[config.mk]
export PLATFORM = sky130hd
export DESIGN_NAME = ras_guard
export DESIGN_NICKNAME = d
export VERILOG_FILES = /design/src/rtl/ras_guard.sv
export SDC_FILE = /design/constraint.sdc
export NUM_CORES = 2
export LEC_CHECK = 0
export ABC_AREA = 1
export CELL_PAD_IN_SITES_DETAIL_PLACEMENT = 1
export CELL_PAD_IN_SITES_GLOBAL_PLACEMENT = 2
export CORE_MARGIN = 10
export CORE_UTILIZATION = 39
export DETAILED_ROUTE_END_ITERATION = 10
export GPL_ROUTABILITY_DRIVEN = 0
export PLACE_DENSITY = 0.78
export SLEW_MARGIN = 20
export SYNTH_ARGS = -nofsm -noshare
export SYNTH_HDL_FRONTEND = slang
export SYNTH_SLANG_ARGS = --single-unit
[constraint.sdc]
create_clock -name clk -period 5.1 [get_ports clk]
set_clock_uncertainty 0.05 [all_clocks]
set_input_delay 1.02 -clock clk [delete_from_list [all_inputs] [get_ports clk]]
set_output_delay 1.02 -clock clk [all_outputs]
set_load 0.005 [all_outputs]
[src/rtl/ras_guard.sv]
module ras_guard #(
  parameter int DEPTH = 16,
  parameter int AW    = 32
) (
  input  logic          clk,
  input  logic          rst_n,
  input  logic          call_chk_i,
  input  logic [AW-1:0] call_addr_i,
  input  logic          ret_chk_i,
  input  logic          exe_valid_i,
  input  logic [AW-1:0] exe_target_i,
  input  logic          commit_call_i,
  input  logic [AW-1:0] commit_addr_i,
  input  logic          commit_ret_i,
  input  logic          mispredict_i,
  output logic          ready_o,
  output logic          result_valid_o,
  output logic          mismatch_o,
  output logic          overflow_o
);
  localparam int PW = $clog2(DEPTH);
  localparam int CW = $clog2(DEPTH + 1);
  localparam logic [CW-1:0] FULL = CW'(DEPTH);

  logic [AW-1:0] sh_mem [DEPTH];
  logic [AW-1:0] rl_mem [DEPTH];
  logic [AW-1:0] rl_mem_nx [DEPTH];
  logic [PW-1:0] sh_top, rl_top, rl_top_nx;
  logic [CW-1:0] sh_cnt, rl_cnt, rl_cnt_nx;
  logic          waiting, hold_empty;
  logic [AW-1:0] hold_addr;

  assign ready_o = !waiting;

  wire call_acc = ready_o && call_chk_i && !mispredict_i;
  wire ret_acc  = ready_o && ret_chk_i && !call_chk_i && !mispredict_i;
  wire rl_push  = commit_call_i;
  wire rl_pop   = commit_ret_i && !commit_call_i && (rl_cnt != '0);

  always_comb begin
    rl_mem_nx = rl_mem;
    rl_top_nx = rl_top;
    rl_cnt_nx = rl_cnt;
    if (rl_push) begin
      rl_top_nx            = rl_top + 1'b1;
      rl_mem_nx[rl_top_nx] = commit_addr_i;
      if (rl_cnt != FULL) rl_cnt_nx = rl_cnt + 1'b1;
    end else if (rl_pop) begin
      rl_top_nx = rl_top - 1'b1;
      rl_cnt_nx = rl_cnt - 1'b1;
    end
  end

  always_ff @(posedge clk) begin
    rl_mem <= rl_mem_nx;
    if (mispredict_i) sh_mem <= rl_mem_nx;
    else if (call_acc) sh_mem[sh_top + 1'b1] <= call_addr_i;
    if (ret_acc) hold_addr <= sh_mem[sh_top];
  end

  always_ff @(posedge clk) begin
    if (!rst_n) begin
      rl_top         <= '0;
      rl_cnt         <= '0;
      sh_top         <= '0;
      sh_cnt         <= '0;
      waiting        <= 1'b0;
      hold_empty     <= 1'b0;
      result_valid_o <= 1'b0;
      mismatch_o     <= 1'b0;
      overflow_o     <= 1'b0;
    end else begin
      rl_top         <= rl_top_nx;
      rl_cnt         <= rl_cnt_nx;
      result_valid_o <= 1'b0;
      mismatch_o     <= 1'b0;
      if ((call_acc && sh_cnt == FULL) || (rl_push && rl_cnt == FULL))
        overflow_o <= 1'b1;
      if (mispredict_i) begin
        sh_top  <= rl_top_nx;
        sh_cnt  <= rl_cnt_nx;
        waiting <= 1'b0;
      end else if (waiting) begin
        if (exe_valid_i) begin
          waiting        <= 1'b0;
          result_valid_o <= 1'b1;
          mismatch_o     <= hold_empty || (exe_target_i != hold_addr);
        end
      end else if (call_acc) begin
        sh_top <= sh_top + 1'b1;
        if (sh_cnt != FULL) sh_cnt <= sh_cnt + 1'b1;
      end else if (ret_acc) begin
        waiting    <= 1'b1;
        hold_empty <= (sh_cnt == '0);
        if (sh_cnt != '0) begin
          sh_top <= sh_top - 1'b1;
          sh_cnt <= sh_cnt - 1'b1;
        end
      end
    end
  end
endmodule

* Word level (Yosys, flattened, before mapping)
Cells that the tools add are included.
** Storage, ports and cells
- Bits in registers :: 1079
- Logic and storage cells :: 132
- Input bits :: 104
** Cells by class
- Bitwise logic cells :: 8
- Add/subtract/negate cells :: 8
- Equality and inequality tests :: 7
- Muxes and demuxes :: 33
- $lt $le $gt $ge :: 5
- Reductions and logical operators :: 29
** Operators by type and width (count)
- $mux W512 :: 3
- $bwmux W512 :: 2
- $demux W32 S4 :: 2
- $bmux W32 S4 :: 1
- $mux W32 :: 4
- $mux W5 :: 9
- $ne A32 B32 Y1 :: 1
- $mux W4 :: 7
- $ge A5 B5 Y1 const B :: 3
- $not A4 Y5 :: 3
- $logic_and A1 B1 Y1 :: 11
- $add A5 B1 Y5 const B :: 2
- $eq A5 B5 Y1 const B :: 2
- $lt A5 B1 Y1 const B :: 2
- $ne A5 B5 Y1 const B :: 2
- $reduce_bool A5 Y1 :: 2
- $sub A5 B1 Y5 const B :: 2
- $add A4 B1 Y4 const B :: 2
- $reduce_and A4 Y1 :: 2
- $sub A4 B1 Y4 const B :: 2
- $reduce_bool A3 Y1 :: 2
- $logic_not A5 Y1 :: 1
- $mux W1 :: 5
- $not A1 Y1 :: 5
- other kinds (9) :: 13

* Depth between registers and ports, before layout
- Depth after elaboration :: 9
- Mapped depth :: 13

* Worst setup path after synthesis
Ideal clock, no wire load.
- Kind :: reg-to-reg
- Start point :: register sh_top[0] (netlist name)
- End point :: register sh_mem[448] (netlist bit) (enable)
- Cell stages (with the launch flop) :: 9
- Period minus slack after synthesis :: 4529 ps
- Setup slack :: 571 ps
- Data required time :: 4584 ps
- Arrival :: 4013 ps
- Cells stage by stage :: dfxtp_1 -> buf_2 -> clkinv_1 -> buf_2 -> buf_1 -> ha_1 -> nand2_1 -> buf_2 -> o21ai_0
** RTL lines
- end signal: assignment :: RTL line 56 : if (mispredict_i) sh_mem <= rl_mem_nx;
- end signal: indexed assignment :: RTL line 57 : else if (call_acc) sh_mem[sh_top + 1'b1] <= call_addr_i;
- end: declaration :: RTL line 25 : logic [AW-1:0] sh_mem [DEPTH];

==> results.md <==
* Status: finished clean
* Largest net degree at the start of global routing at 106
* Mean Syn Cell Area at 8.88 um^2
* Crit path time final at 3550 ps
* Fin cells at 6730
* CTS tree: done
* Required @ worst endpoint at 5380 ps
* CTS Sinks at 1079
* Hold Vio Cnt, Final at 0
* Max Cap Viol at 0
* Die W at roughly 360 um
* Fin crit share at 0.696
* First drt pass iteration count at 5
* CP top delay family: buffers and inverters
* Ys async rst share at 0
* Cell Chain, Critical Path: buf_4, ha_1, nand2_2, o21ai_4, buf_4
* Worst setup SP type: flop
* Drt total wl at 178000 um
* Synth cell types at 35
* Routed WL per cell at 26.5 um
* Commonest non-fill, non-tap cells in the layout: inv_1, o21ai_0, nand2_1, o22ai_1, edfxtp_1
* Grt ovf at 0
* Syn Nets at 5295
* Fraction of layout cells with a size suffix above 1 at 0.0627
* Die height at around 360 um
* Cell area after placement at 48600 um^2
* Cell mode on critical path: buf_4
* Global-route usage over all layers at 0.262
* Cts hold-fix bufs at 0
* Initial Utilization at 0.394
* Max Freq at roughly 0.28 GHz
* Detailed-route via count at 37800
* H-tree levels at 3
* Total CTS buffers at about 120
* Setup tns final at 0 ps
* Min-Delay Path Class: flop to flop
* WP buf/inv at 2
* Xor and xnor area share after synthesis at 0.00340
* Power Density at 488 nW/um^2
* Fin nets at 5222
* Clock buffer depth at 3
* Die area at roughly 130000 um^2
* First-pass GRT wire length at between 200000 and 300000 um
* Leak pwr at 0.0228 uW
* Initial drt markers at 3744
* Mux cell area share after synthesis at 0
* Initial antenna violation count at 9
* CP Class: flop to flop
* Post-synthesis compound-gate area fraction at 0.190
* Num ports at 108
* Hpwl dp at 99000 um
* Remaining DRCs at 0
* Vias in the first global route at 37700
* Final setup violation count at 0
* Fill count at 13300
* Seq. cell area at 27100 um^2
* Setup bufs post-CTS at 0
* DR vias/cell at 5.62
* Reg clk slew, reported paths at 60 ps
* Design Area, Final at 52400 um^2
* Slew @ Worst Pin at 1150 ps
* Setup slack after layout at 1550 ps
* Flops & latches, synth at 1079
* Layout area overhead at 14.0%
* Sequential fraction of the synthesis area at 0.588
* Critical Path End Type: flop
* Number of antenna-violating nets in the routed design at 0
* Syn Std Cell Area at between 40000 and 50000 um^2
* Critical path arrival at 3830 ps
* EDFF count, synth at 544
* Post-synthesis cell count at around 5200
* Slew margin rel. at 0.236
* Slowest cell on crit path: o21ai_4
* Core Rows at 125
* Synth Area in Simple Gates at 0.0909
* Maximum VDD drop at 273 uV
* Slew Limit Fails at 0
* Core footprint at 117000 um^2
* CTS resizes at 0
* RSZ-0062 raised after global routing: false
* Post-synthesis adder-cell area fraction at 0.00506
* Worst-Skew Late Latency at 720 ps
* I/O Buffers at 107
* Most common cell after layout, fill and taps aside: inv_1
* Critical path peak fanout at 46
* Multi-input gate area at 13600 um^2
* Largest family of logic cells by synthesized area: compound AO/OA/AOI/OAI gates
* Pre-CTS setup slack at approximately 1100 ps
* Syn. warnings at 0
* Ys flop type: edfxtp_1
* CP peak stage delay at 790 ps
* Placed insts at 6506
* Clock root cell: clkbuf_16
-- sequential cells by signal, summed over array words and instances (netlist names) --
signal          count
overflow_o          1
hold_empty          1
sh_top              4
rl_mem            512
rl_cnt              5
mismatch_o          1
hold_addr          32
waiting             1
rl_top              4
sh_cnt              5
result_valid_o      1
sh_mem            512
-- synthesized netlist by cell type (all sizes together) (3+ instances only) --
cell type | count | share of area
a21oi | 23 | 0.0025
buf | 75 | 0.0079
clkbuf | 304 | 0.025
clkinv | 3 | 0.00024
dfxtp | 535 | 0.23
edfxtp | 544 | 0.36
ha | 17 | 0.0046
inv | 1091 | 0.089
nand2 | 699 | 0.058
nand3 | 54 | 0.0059
nand4 | 5 | 0.00068
nor2 | 300 | 0.025
nor3 | 6 | 0.00065
o211ai | 36 | 0.0059
o21ai | 806 | 0.088
o221ai | 94 | 0.018
o22ai | 553 | 0.075
or2 | 3 | 0.00041
xnor2 | 5 | 0.0011
xor2 | 12 | 0.0023
-- power breakdown --
group / internal, uW / switching (uW)
combinational: 1650 / 3570
sequential: 11300 / 502
clock: 4920 / 3650
-- final timing paths --
path / slack (ps) / endpoint / cells past startpoint / startpoint
worst max-delay path: 1550 / sh_mem[305] / 5 / sh_top[0]
worst min-delay path: 420 / waiting / 2 / waiting
worst max register to register: 1550 / sh_mem[305] / 5 / sh_top[0]
worst min register to register: 420 / waiting / 2 / waiting
-- stage by stage --
stage	utilization	total power, uW	hold WS, ps
finish	0.449	25600	419
floorplan	-	15300	390
CTS	0.449	25600	423
global placement	0.416	16800	408
detailed placement	0.416	17100	414
global route	0.449	26900	466
-- cells by family after synthesis --
logic type                 count (synthesis)
adders and majority gates                 18
and+or+nand+nor                         1069
buffers and inverters                   1473
DFF                                     1079
xor gates and xnor gates                  17
AOI/OAI and AO/OA                       1517
-- final cells by class --
type,instances,area share
diodes,3,0.000143
clock buffers,178,0.0655
clock inverters,43,0.00762
inverters,1094,0.0787
multi-input cells,2621,0.260
flip-flops and latches,1079,0.516
well taps,1524,0.0364
repair buffers,188,0.0358
-- per-layer routing --
layer | up-vias | wire [um] | global-route usage
met5 | - | 19 | 0
met4 | 4 | 5870 | 0.0890
met3 | 302 | 13100 | 0.0408
met2 | 1307 | 81800 | 0.430
met1 | 19200 | 77400 | 0.352
li1 | 17100 | - | -
-- tightest hold or removal path, cell delays in order (launching register included) --
cell and delay (ps):
dfxtp_1 310, nand2_1 60, a21oi_1 60
Power figures use the tool's default switching activity.
